$ cat src/rtl/dsm_pkg.sv
package dsm_pkg;

  function automatic logic maj3(input logic a, input logic b, input logic c);
    return (a & b) | (a & c) | (b & c);
  endfunction

  function automatic logic par3(input logic a, input logic b, input logic c);
    return a ^ b ^ c;
  endfunction

endpackage

$ cat src/rtl/dsm_idle_gen.sv
module dsm_idle_gen (
  input  logic clk_i,
  input  logic rst_ni,
  output logic idle_o
);
  logic tog_q;

  always_ff @(posedge clk_i or negedge rst_ni) begin
    if (!rst_ni) tog_q <= 1'b0;
    else         tog_q <= ~tog_q;
  end

  assign idle_o = tog_q;
endmodule

$ cat src/rtl/dsm_delta_cell.sv
module dsm_delta_cell
  import dsm_pkg::*;
(
  input  logic clk_i,
  input  logic rst_ni,
  input  logic a_i,
  input  logic b_i,
  output logic s_o,
  output logic c_o
);
  logic c_q;

  // majority leaves as the stream bit, parity is kept
  always_ff @(posedge clk_i or negedge rst_ni) begin
    if (!rst_ni) c_q <= 1'b0;
    else         c_q <= par3(a_i, b_i, c_q);
  end

  assign s_o = maj3(a_i, b_i, c_q);
  assign c_o = c_q;
endmodule

$ cat src/rtl/dsm_coef_mult.sv
module dsm_coef_mult #(
  parameter int unsigned        COEF_W = 5,
  parameter logic [COEF_W-1:0]  COEF   = 5'b10011
) (
  input  logic clk_i,
  input  logic rst_ni,
  input  logic x_i,
  output logic y_o
);
  localparam int unsigned TOP = COEF_W - 1;

  logic              idle;
  logic [COEF_W-1:0] a_vec;
  logic [COEF_W-1:0] b_vec;
  logic [COEF_W-1:0] s_vec;
  logic [COEF_W-1:0] c_vec;

  dsm_idle_gen u_idle (
    .clk_i (clk_i),
    .rst_ni(rst_ni),
    .idle_o(idle)
  );

  // stage 0 is innermost and takes coefficient bit 0 (weight 2^-COEF_W)
  for (genvar k = 0; k < COEF_W; k++) begin : g_stage
    if (COEF[k]) begin : g_take
      assign a_vec[k] = x_i;
    end else begin : g_skip
      assign a_vec[k] = idle;
    end

    if (k == 0) begin : g_inner
      assign b_vec[k] = idle;
    end else begin : g_outer
      assign b_vec[k] = s_vec[k-1];
    end

    dsm_delta_cell u_cell (
      .clk_i (clk_i),
      .rst_ni(rst_ni),
      .a_i   (a_vec[k]),
      .b_i   (b_vec[k]),
      .s_o   (s_vec[k]),
      .c_o   (c_vec[k])
    );
  end

  assign y_o = s_vec[TOP];
endmodule

$ cat config.mk
export PLATFORM = sky130hd
export DESIGN_NAME = dsm_coef_mult
export DESIGN_NICKNAME = d
export VERILOG_FILES = /design/src/rtl/dsm_pkg.sv /design/src/rtl/dsm_idle_gen.sv /design/src/rtl/dsm_delta_cell.sv /design/src/rtl/dsm_coef_mult.sv
export SDC_FILE = /design/constraint.sdc
export NUM_CORES = 1
export LEC_CHECK = 0
export ABC_CLOCK_PERIOD_IN_PS = 8800
export CAP_MARGIN = 20
export CELL_PAD_IN_SITES_DETAIL_PLACEMENT = 1
export CELL_PAD_IN_SITES_GLOBAL_PLACEMENT = 1
export CORE_AREA = 2 2 39 41
export CTS_CLUSTER_SIZE = 40
export DETAILED_ROUTE_END_ITERATION = 7
export DIE_AREA = 0 0 41 43
export DONT_BUFFER_PORTS = 1
export GPL_ROUTABILITY_DRIVEN = 0
export PLACE_DENSITY = 0.43
export SYNTH_ARGS = -nofsm -noshare
export SYNTH_HDL_FRONTEND = slang
export SYNTH_SLANG_ARGS = --single-unit
$ cat constraint.sdc
create_clock -name clk_i -period 8.8 [get_ports clk_i]
set_clock_uncertainty 0.2 [all_clocks]
set_input_delay 1.76 -clock clk_i [delete_from_list [all_inputs] [get_ports clk_i]]
set_output_delay 1.76 -clock clk_i [all_outputs]
set_load 0.05 [all_outputs]
# ---- After elaboration in Yosys (flattened, before gate mapping)
# Cells that the tools add are included.
dict set report classes {
  n_bitwise 36
}
# op n
set op_table {}
lappend op_table {{$and 1x1->1} 15}
lappend op_table {{$or 1x1->1} 10}
lappend op_table {{$xor 1x1->1} 10}
lappend op_table {{$not 1->1} 1}
dict set report word_totals {
  register_bits 6
  in_bits 3
}

# ---- Longest topological paths before layout
# Gate-level depths: netlist of the first run.
dict set report logic_depth {
  ltp_word 15
  ltp_mapped 9
}

# ---- By module
# From an unflattened synthesis of the first run, not the netlist that was laid out.
dict set report hier_totals {
  hier_cells 12
  hier_area_um2 254.0
}
# module n_inst cells_per_inst area_each_um2 seq_area_each_um2
set by_module_without_submodules {}
lappend by_module_without_submodules {dsm_delta_cell 5 2 45.0 25.0}
lappend by_module_without_submodules {dsm_idle_gen 1 2 28.8 25.0}

# ---- Worst setup path after synthesis of the first run
# No wires, ideal clock.
dict set report synth_path {
  kind {input to output}
  from {in x_i}
  to {out y_o}
  arrival_ns 3.583
  required_ns 6.840
  slack_ns 3.257
  path_stages 9
  path_buffers 0
  cell_sequence {inv_1 -> fa_1 -> inv_1 -> fa_1 -> fa_1 -> fa_1 -> inv_1 -> fa_1 -> inv_1}
}
dict set report synth_between {
  elab_chain_len 15
  elab_cells_between_ends 22
  cone_classes {bitwise: 22}
}
# element line_no
set synth_lines {}
lappend synth_lines {{start, declared} dsm_coef_mult.sv:7} ;# input logic x_i,
lappend synth_lines {{$and 1x1->1} dsm_pkg.sv:4} ;# return (a & b) | (a & c) | (b & c);
lappend synth_lines {{$or 1x1->1 (2 in series)} dsm_pkg.sv:4}
lappend synth_lines {{$and 1x1->1} dsm_pkg.sv:4}
lappend synth_lines {{$or 1x1->1 (2 in series)} dsm_pkg.sv:4}
lappend synth_lines {{$and 1x1->1} dsm_pkg.sv:4}
lappend synth_lines {{$or 1x1->1 (2 in series)} dsm_pkg.sv:4}
lappend synth_lines {{$and 1x1->1} dsm_pkg.sv:4}
lappend synth_lines {{$or 1x1->1 (2 in series)} dsm_pkg.sv:4}
lappend synth_lines {{$and 1x1->1} dsm_pkg.sv:4}
lappend synth_lines {{$or 1x1->1} dsm_pkg.sv:4}
lappend synth_lines {{$or 1x1->1 *} dsm_pkg.sv:4}
lappend synth_lines {{end, declared} dsm_coef_mult.sv:8} ;# output logic y_o
# Every way passes the cells marked *; elsewhere a longest branch is shown, timed or not.

# ---- Worst setup path after layout of the first run
# Ends and elaborated chain as after synthesis.

==> summary.md, run 1 <==
| Metric | Value |
|---|---|
| Worst Setup Start Kind | input pin |
| Gr ovfl total | 0 |
| Yosys warning total | 0 |
| GRT Total Usage | between 6 and 7% |
| Seq/Total Area, Yosys | 52.9% |
| Gate Count Post-Synth | 20 |
| Fmax | 0.178 GHz |
| CTS buffer count | 3 |
| CP Class | in -> out |
| I/O pin count | 4 |
| Final hold vios | 0 |
| First-pass GRT wire length | ~660 µm |
| Placed Cells | 36 |
| Detailed Route WL | between 300 and 400 µm |
| Final Cycle Share | around 64% |
| Slew headroom | between 70 and 80% |
| Status | complete, no violations |
| Clock net sink count | 6 |
| Vias/cell | approximately 3.3 |
| Hold WC Path Type | reg -> reg |
| Worst-Margin Slew | between 0.4 and 0.5 ns |
| CP startpoint | x_i |
| Asr flop ratio synth | 100% |
| Initial DRC Count | 0 |
| Via count | 130 |
| CP Data Arrival Time | between 3 and 4 ns |
| Setup crit end kind | output pin |
| Worst-path fanout max | 2 |
| Number of port buffers | 0 |
| Post_cts resized | 0 |
| Hold Buf Count CTS | 0 |
| Commonest cells post-synth | inv_1 (9), dfrtp_1 (6), fa_1 (5) |
| Initial antenna violation count | 0 |
| Area growth from synthesis to layout | 15.0% |
| Antenna Nets Post-Route | 0 |
| H-Tree Depth | 1 |
| Die area | around 0.0018 mm² |
| Wire per inst | about 9.7 µm |
| Initial Util | between 20% and 30% |
| Hold Startpoint | g_stage[2].u_cell.c_o$_DFF_PN0_ |
| Critical path data required time | 6.84 ns |
| Core area | about 0.0014 mm² |
| Number of global-route vias before repair | ~160 |
| RSZ-0062 raised after global routing | false |
| Leakage dissipation | about 0.00017 µW |
| # setup viols final | 0 |
| Number of synthesized flops with an enable pin | 0 |
| Register bit count reported by yosys | 6 |
| Remaining DRCs | 0 |
| Die Y-Extent | approximately 43 µm |
| Post-layout net count | 33 |
| CTS tree | built |
| Reg-to-Reg Start | u_idle.idle_o$_DFF_PN0_ |
| Primary FF master, synth | dfrtp_1 |
| Slew Viols, Final | 0 |
| DR pass1 iterations | 1 |
| Non-Filler Instances | 39 |
| Net Count, Synth | 28 |
| Most numerous cell in the Yosys netlist | inv_1 |
| Site Rows | 14 |
| Max VDD drop | 0.0877 mV |
| Synth top area share | between 50% and 60% |
| Mapped Area | approximately 280 µm² |
| Syn_area_per_cell | roughly 14 µm² |
| Fill cell count | around 160 |
| Root Driver | clkbuf_4 |
| Clock Path Buffers | 2 |
| Yosys cell types | 3 |
| Max_cap viols | 0 |
| Ant. Diodes | 0 |
| Die width | between 40 and 50 µm |
| Area contributors post-synth | dfrtp_1 (53%), fa_1 (35%), inv_1 (12%) |
| Setup bufs post-CTS | 0 |
| Fraction of layout cells with a size suffix above 1 | a little over an eighth |
| HPWL after DPL | ~330 µm |
| Largest net degree at the start of global routing | 7 |
| Clock Latency Late Sink | approximately 0.24 ns |
| Worst-path clk slew | 0.05 ns |
| Cell Pwr Density | approximately 320 mW/mm² |
| Yosys top cell by area | dfrtp_1 |
| Setup TNS | 0 ns |
| Fin crit period | about 5.6 ns |
==> report_power, final <==
group / internal, µW / switching (µW) / total (µW)
clock: 15.4 / 9.82 / 25.2
combinational: 11.7 / 21.4 / 33.1
sequential: 40.2 / 4.98 / 45.2
==> through the flow <==
| stage | area (µm²) | setup WS, ns | total power (µW) | hold WS (ns) | utilization, % |
|---|---|---|---|---|---|
| 2_1_floorplan | 284 | 3.26 | 71.7 | 0.312 | - |
| 3_3_place_gp | 304 | 3.17 | 77.1 | 0.331 | 22.0 |
| 3_5_place_dp | 304 | 3.14 | 79.3 | 0.327 | 22.0 |
| 4_1_cts | 327 | 3.16 | 107 | 0.349 | 23.6 |
| 5_1_grt | 327 | 3.05 | 115 | 0.374 | 23.6 |
| 6_report | 327 | 3.19 | 104 | 0.342 | 23.6 |
==> layer usage <==
layer | up-vias | share of wire (%) | global-route usage, %
li1 | 59 | - | -
met1 | 67 | 44 | 8.81
met2 | 4 | 45 | 5.94
met3 | 0 | 11 | 3.66
met4 | 0 | 0 | 10.0
met5 | - | 0 | 0
==> flip-flops by register name, indices dropped and copies added (netlist names) <==
signal / cells
g_stage.u_cell.c_o: 5
u_idle.idle_o: 1
==> cells by family after synthesis <==
| group | count (synthesis) | share of synthesized area, % |
|---|---|---|
| adders and majority gates | 5 | 35.2 |
| buffers and inverters | 9 | 11.9 |
| DFF | 6 | 52.9 |
==> layout make-up <==
| type | count | area, µm² | area share [%] |
|---|---|---|---|
| flip-flops and latches | 6 | 150 | 46.0 |
| multi-input cells | 5 | 100 | 30.7 |
| inverters | 9 | 33.8 | 10.3 |
| clock buffers | 3 | 22.5 | 6.90 |
| well taps | 16 | 20.0 | 6.13 |
==> layout by cell type (no fill, tap or decap) <==
master	netlist	layout
inv_1	9	9
dfrtp_1	6	6
fa_1	5	5
clkbuf_4	0	3
==> critical path, stage by stage <==
cell and delay, ns:
inv_1 0.11, fa_1 0.19, inv_1 0.05, fa_1 0.37, fa_1 0.38, fa_1 0.37, inv_1 0.07, fa_1 0.15
inv_1 0.20
==> final timing paths <==
kind | endpoint | slack, ns | depth (start not counted)
max | y_o | 3.19 | 9
max reg2reg | g_stage[4].u_cell.c_o$_DFF_PN0_ | 6.14 | 9
min reg2reg | g_stage[2].u_cell.c_o$_DFF_PN0_ | 0.34 | 1
min in group asynchronous | g_stage[3].u_cell.c_o$_DFF_PN0_ | 1.01 | 0
max in group asynchronous | g_stage[0].u_cell.c_o$_DFF_PN0_ | 7.32 | 0
min | g_stage[2].u_cell.c_o$_DFF_PN0_ | 0.34 | 1
Note: power is estimated with default switching activity, not from simulation.
==> run 2: changes to the inputs <==
--- a/config.mk
+++ b/config.mk
@@ -5,7 +5,7 @@
 export SDC_FILE = /design/constraint.sdc
 export NUM_CORES = 1
 export LEC_CHECK = 0
-export ABC_CLOCK_PERIOD_IN_PS = 8800
+export ABC_CLOCK_PERIOD_IN_PS = 5000
 export CAP_MARGIN = 20
 export CELL_PAD_IN_SITES_DETAIL_PLACEMENT = 1
 export CELL_PAD_IN_SITES_GLOBAL_PLACEMENT = 1
@@ -15,7 +15,7 @@
 export DIE_AREA = 0 0 41 43
 export DONT_BUFFER_PORTS = 1
 export GPL_ROUTABILITY_DRIVEN = 0
-export PLACE_DENSITY = 0.43
+export PLACE_DENSITY = 0.44
 export SYNTH_ARGS = -nofsm -noshare
 export SYNTH_HDL_FRONTEND = slang
 export SYNTH_SLANG_ARGS = --single-unit
==> constraint.sdc (replaced) <==
create_clock -name clk_i -period 5 [get_ports clk_i]
set_clock_uncertainty 0.2 [all_clocks]
set_input_delay 1 -clock clk_i [delete_from_list [all_inputs] [get_ports clk_i]]
set_output_delay 1 -clock clk_i [all_outputs]
set_load 0.05 [all_outputs]
==> run 2 against run 1 <==
Compared with the run above:
- setup slack worse by 2.3 ns
- sequential share of layout area stayed put
- clock power increased by 82%
- worst hold slack lost 0.098 ns
- first-iteration DRC count did not move
- clock-buffer cell count is the same
- critical path depth unchanged
- cell count is the same
- routed wire length is 1.3% higher
- critical endpoint unchanged
==> summary.md, run 2 (same netlist as run 1, synthesis figures left out) <==
| Metric | Value |
|---|---|
| Sequential cell fraction of total power | 43.6% (was 43.7%) |
| Root Driver | clkbuf_4 (unchanged) |
| Slew Viols, Final | 0 (unchanged) |
| CTS buffer count | 3 (unchanged) |
| Max stage delay on crit path | 0.39 ns (was 0.38 ns) |
| Final Util | 23.6% (unchanged) |
| Die area | 0.00176 mm² (unchanged) |
| Ant. Diodes | 0 (unchanged) |
| First-pass GRT wire length | 793 µm (was 662 µm) |
| Antenna Nets Post-Route | 0 (unchanged) |
| Status | complete, no violations (unchanged) |
| Area growth from synthesis to layout | 15.0% (unchanged) |
| Final Cycle Share | 82.0% |
| Fmax | around 0.24 GHz |
| Multi-input logic area | 100 µm² (unchanged) |
| # setup viols final | 0 (unchanged) |
| Worst-Margin Slew | 0.419 ns (was 0.417 ns) |
| Seq. cell area | 150 µm² (unchanged) |
| Number of port buffers | 0 (unchanged) |
| Clock Power Share | 25.1% (was 24.4%) |
| Net switching power | 65.2 µW (was 36.2 µW) |
| Clock Latency Late Sink | 0.25 ns (was 0.24 ns) |
| Clock Path Buffers | 2 (unchanged) |
| Worst-path cell with the longest stage delay | fa_1 (unchanged) |
| Crit path max-delay family | adder cells (unchanged) |
| Most used cell along the critical path | fa_1 (unchanged) |
| Worst-path clk slew | 0.05 ns (about the same) |
| Remaining DRCs | 0 (unchanged) |
| HPWL after DPL | 342 µm (was 329 µm) |
| Initial Util | 20.5% (unchanged) |
| Setup crit end kind | output pin (unchanged) |
| RSZ-0062 raised after global routing | false (unchanged) |
| Largest register FFs | 5 (unchanged) |
| Die width | 41 µm (unchanged) |
| Critical path data required time | 3.80 ns (was 6.84 ns) |
| Via count | 138 (was 130) |
| Post-layout net count | 33 (unchanged) |
| Clock net sink count | 6 (unchanged) |
| Initial DRC Count | 0 (unchanged) |
| Share of total power in combinational logic | 31.3% (was 31.9%) |
| Largest net degree at the start of global routing | 7 (unchanged) |
| Commonest cells after routing, fill and taps aside | inv_1 (9), dfrtp_1 (6), fa_1 (5) (unchanged) |
| Die Y-Extent | 43 µm (unchanged) |
| Fraction of layout cells with a size suffix above 1 | 13.0% (unchanged) |
| Critical-path cell list | inv_1 -> fa_1 -> inv_1 -> fa_1 -> fa_1 -> fa_1 -> inv_1 -> fa_1 -> inv_1 (unchanged) |
| Sw frac | 35.7% (was 35.0%) |
| H-Tree Depth | 1 (unchanged) |
| Fin crit period | 4.10 ns |
| Max VDD drop | 0.163 mV (was 0.0877 mV) |
| Wire per inst | 9.82 µm (was 9.69 µm) |
| GRT Total Usage | 8.08% (was 6.84%) |
| Post_cts resized | 0 (unchanged) |
| WP buf/inv | 4 (unchanged) |
| Cell Pwr Density | 559 mW/mm² (was 317 mW/mm²) |
| Hold Buf Count CTS | 0 (unchanged) |
| Number of global-route vias before repair | 182 (was 156) |
| Hold WC Path Type | in -> async (was reg -> reg) |
| Core area | 0.00138 mm² (unchanged) |
| Site Rows | 14 (unchanged) |
| Setup TNS | 0 ns (unchanged) |
| Slew headroom | 72.0% (was 72.2%) |
| Detailed Route WL | 383 µm (was 378 µm) |
| CTS tree | built (unchanged) |
| Commonest non-fill, non-tap cell in the layout | inv_1 (unchanged) |
| I/O pin count | 4 (unchanged) |
| Worst Setup Start Kind | input pin (unchanged) |
| Gr ovfl total | 0 (unchanged) |
| Max_cap viols | 0 (unchanged) |
| CP Class | in -> out (unchanged) |
| Fill cell count | 148 (was 163) |
| Internal | 118 µW (was 67.3 µW) |
| Worst-path fanout max | 2 (unchanged) |
| Setup bufs post-CTS | 0 (unchanged) |
| Initial antenna violation count | 0 (unchanged) |
| Vias/cell | 3.54 (was 3.33) |
| DR pass1 iterations | 1 (unchanged) |
| CP Data Arrival Time | 2.90 ns (was 3.65 ns) |
| Final hold vios | 0 (unchanged) |
| Leakage dissipation | 0.000169 µW (unchanged) |
[run 2: worst register-to-register path, delay by kind of cell (launching register included)]
family,cells,cell delay (ns)
fa+ha+maj,5,1.69
flops,1,0.43
buf+inv,4,0.32
[run 2: layer usage]
layer | vias to the layer above | track usage, % | part of all wire, %
met2 | 6 | 9.06 | 46
met3 | 2 | 6.28 | 11
met1 | 73 | 7.85 | 37
li1 | 57 | - | -
met4 | 0 | 10.0 | 5.0
met5 | - | 0 | 0
[run 2: worst paths after layout]
path	cells after the start	endpoint	slack [ns]	from
worst max-delay path	9	y_o	0.90	x_i
worst min-delay path	0	g_stage[4].u_cell.c_o$_DFF_PN0_	0.24	rst_ni
worst max register to register	9	g_stage[4].u_cell.c_o$_DFF_PN0_	2.30	u_idle.idle_o$_DFF_PN0_
worst min register to register	1	g_stage[2].u_cell.c_o$_DFF_PN0_	0.34	g_stage[2].u_cell.c_o$_DFF_PN0_
max in group asynchronous	0	g_stage[0].u_cell.c_o$_DFF_PN0_	4.29	rst_ni
min in group clk_i	1	g_stage[2].u_cell.c_o$_DFF_PN0_	0.34	g_stage[2].u_cell.c_o$_DFF_PN0_
[run 2: cell type report]
type	instances	share of cell area, %
Inverter	9	10.3
Sequential cell	6	46.0
Clock buffer	3	6.90
Tap cell	16	6.13
Multi-Input combinational cell	5	30.7
[run 2: power by group through the flow]
stage          Combinational [µW]  Clock [µW]  Sequential, µW
2_1_floorplan                47.1           0            79.1
3_3_place_gp                 56.5           0            80.6
3_5_place_dp                 59.4           0            81.5
4_1_cts                      59.8        48.6            80.5
5_1_grt                      69.3        52.8            84.1
6_report                     57.1        45.8            79.7
[run 2: through the flow]
| stage | worst slack, ns | area [µm²] | std cells | power, µW | hold slack, ns |
|---|---|---|---|---|---|
| global placement | 0.874 | 304 | 36 | 137 | 0.331 |
| CTS | 0.865 | 327 | 39 | 189 | 0.234 |
| global route | 0.786 | 327 | 39 | 206 | 0.220 |
| detailed placement | 0.867 | 304 | 36 | 141 | 0.339 |
| floorplan | 0.977 | 284 | 20 | 126 | 0.312 |
| finish | 0.901 | 327 | 39 | 183 | 0.243 |
==> run 3: changes to the inputs <==
--- a/config.mk
+++ b/config.mk
@@ -5,7 +5,7 @@
 export SDC_FILE = /design/constraint.sdc
 export NUM_CORES = 1
 export LEC_CHECK = 0
-export ABC_CLOCK_PERIOD_IN_PS = 5000
+export ABC_CLOCK_PERIOD_IN_PS = 4230
 export CAP_MARGIN = 20
 export CELL_PAD_IN_SITES_DETAIL_PLACEMENT = 1
 export CELL_PAD_IN_SITES_GLOBAL_PLACEMENT = 1
@@ -15,7 +15,7 @@
 export DIE_AREA = 0 0 41 43
 export DONT_BUFFER_PORTS = 1
 export GPL_ROUTABILITY_DRIVEN = 0
-export PLACE_DENSITY = 0.44
+export PLACE_DENSITY = 0.43
 export SYNTH_ARGS = -nofsm -noshare
 export SYNTH_HDL_FRONTEND = slang
 export SYNTH_SLANG_ARGS = --single-unit
==> constraint.sdc (replaced) <==
create_clock -name clk_i -period 4.23 [get_ports clk_i]
set_clock_uncertainty 0.2 [all_clocks]
set_input_delay 0.846 -clock clk_i [delete_from_list [all_inputs] [get_ports clk_i]]
set_output_delay 0.846 -clock clk_i [all_outputs]
set_load 0.05 [all_outputs]
==> run 3 against run 2 <==
Compared with the run above:
- power rose by 17%
- die area is the same
- largest cell class unchanged
- critical endpoint unchanged
- routed wire length shrank 4.2%
- register-to-register slack got worse by 0.77 ns
==> summary.md, run 3 (same netlist as run 1, synthesis figures left out) <==
| Metric | Value |
|---|---|
| Status | complete, no violations (unchanged) |
| Via count | 137 (was 138) |
| Hold WC Path Type | in -> async (unchanged) |
| CTS buffer count | 3 (unchanged) |
| Die Y-Extent | 43 µm (unchanged) |
| Vias/cell | 3.51 (was 3.54) |
| Initial DRC Count | 0 (unchanged) |
| Core area | 0.00138 mm² (unchanged) |
| Setup slack, reg-to-reg | 1.53 ns (was 2.30 ns) |
| GRT Total Usage | 6.92% (was 8.08%) |
| Worst Setup Start Kind | input pin (unchanged) |
| Critical path data required time | 3.18 ns (was 3.80 ns) |
| Commonest cells after routing, fill and taps aside | inv_1 (9), dfrtp_1 (6), fa_1 (5) (unchanged) |
| Leakage dissipation | 0.000169 µW (unchanged) |
| Antenna Nets Post-Route | 0 (unchanged) |
| Worst-path fanout max | 2 (unchanged) |
| Number of port buffers | 0 (unchanged) |
| RSZ-0062 raised after global routing | false (unchanged) |
| First-pass GRT wire length | 676 µm (was 793 µm) |
| Post-layout net count | 33 (unchanged) |
| Gr ovfl total | 0 (unchanged) |
| Worst-path clk slew | 0.05 ns (about the same) |
| Largest net degree at the start of global routing | 7 (unchanged) |
| Max_cap viols | 0 (unchanged) |
| Area growth from synthesis to layout | 15.0% (unchanged) |
| Initial Util | 20.5% (unchanged) |
| Remaining DRCs | 0 (unchanged) |
| Post_cts resized | 0 (unchanged) |
| Die area | 0.00176 mm² (unchanged) |
| Initial antenna violation count | 0 (unchanged) |
| CP Data Arrival Time | 2.77 ns (was 2.90 ns) |
| Setup TNS | 0 ns (unchanged) |
| Wire per inst | 9.41 µm (was 9.82 µm) |
| Slew headroom | 72.1% (was 72.0%) |
| Final Cycle Share | 90.3% |
| Final hold vios | 0 (unchanged) |
| Fraction of layout cells with a size suffix above 1 | 13.0% (unchanged) |
| Ant. Diodes | 0 (unchanged) |
| Reg2Reg Depth | 9 (unchanged) |
| Fmax | roughly 0.26 GHz |
| Clock net sink count | 6 (unchanged) |
| Clock Path Buffers | 2 (unchanged) |
| Commonest non-fill, non-tap cell in the layout | inv_1 (unchanged) |
| Setup bufs post-CTS | 0 (unchanged) |
| Setup crit end kind | output pin (unchanged) |
| Max VDD drop | 0.130 mV (was 0.163 mV) |
| Non-Filler Instances | 39 (unchanged) |
| CTS tree | built (unchanged) |
| Detailed Route WL | 367 µm (was 383 µm) |
| Final Cell Area | 327 µm² (unchanged) |
| Hold Slack | 0.0971 ns (was 0.243 ns) |
| Crit Reg-Reg Endpoint | g_stage[4].u_cell.c_o$_DFF_PN0_ (unchanged) |
| Placed Cells | 36 (unchanged) |
| Reg-to-Reg Start | u_idle.idle_o$_DFF_PN0_ (unchanged) |
| Site Rows | 14 (unchanged) |
| DR pass1 iterations | 1 (unchanged) |
| H-Tree Depth | 1 (unchanged) |
| HPWL after DPL | 345 µm (was 342 µm) |
| Final Util | 23.6% (unchanged) |
| Post-DP Area | 304 µm² (unchanged) |
| CP Class | in -> out (unchanged) |
| Largest register FFs | 5 (unchanged) |
| Worst-Margin Slew | 0.418 ns (was 0.419 ns) |
| Cell Pwr Density | 655 mW/mm² (was 559 mW/mm²) |
| I/O pin count | 4 (unchanged) |
| Clock Latency Late Sink | 0.24 ns (was 0.25 ns) |
| Slew Viols, Final | 0 (unchanged) |
| # setup viols final | 0 (unchanged) |
| Hold Buf Count CTS | 0 (unchanged) |
| Root Driver | clkbuf_4 (unchanged) |
| Number of global-route vias before repair | 168 (was 182) |
| Fin crit period | 3.82 ns |
| Die width | 41 µm (unchanged) |
run 3: cell counts in the layout (fill, tap and decap cells not counted):
Identical to the previous run, type by type.
run 3: through the flow:
step / setup slack (ns) / power [µW]
after floorplan: 0.515 / 149
after global placement: 0.406 / 162
after detailed placement: 0.371 / 167
after CTS: 0.362 / 224
after global routing: 0.295 / 238
final: 0.412 / 214
run 3: worst max-delay path by stage:
stage | start | end | slack (ns) | cells after the start
floorplan | x_i | y_o | 0.51 | 9
global placement | x_i | y_o | 0.41 | 9
detailed placement | x_i | y_o | 0.37 | 9
CTS | x_i | y_o | 0.36 | 9
global route | x_i | y_o | 0.29 | 9
finish | x_i | y_o | 0.41 | 9
run 3: power by group:
part	total, µW	switching, µW	internal, µW	leakage, µW
sequential	93.7	10.0	83.7	0.0000676
combinational	68.6	44.7	23.9	0.0000872
clock	51.6	19.6	32.0	0.0000138
run 3: layout make-up:
class | count | area (µm²)
well taps | 16 | 20.0
flip-flops and latches | 6 | 150
multi-input cells | 5 | 100
fillers | 161 | 1060
clock buffers | 3 | 22.5
inverters | 9 | 33.8
run 3: worst max-delay path, stage by stage:
cell and delay [ns]:
inv_1 0.10, fa_1 0.19, inv_1 0.05, fa_1 0.39, fa_1 0.39, fa_1 0.37, inv_1 0.08, fa_1 0.15
inv_1 0.20
run 3: layer usage:
metal	part of all wire [%]	wire length [µm]	global-route usage [%]
met5	0	0	0
met3	9.3	34	4.71
met2	50	182	7.81
met4	0	0	8.00
met1	41	150	7.38
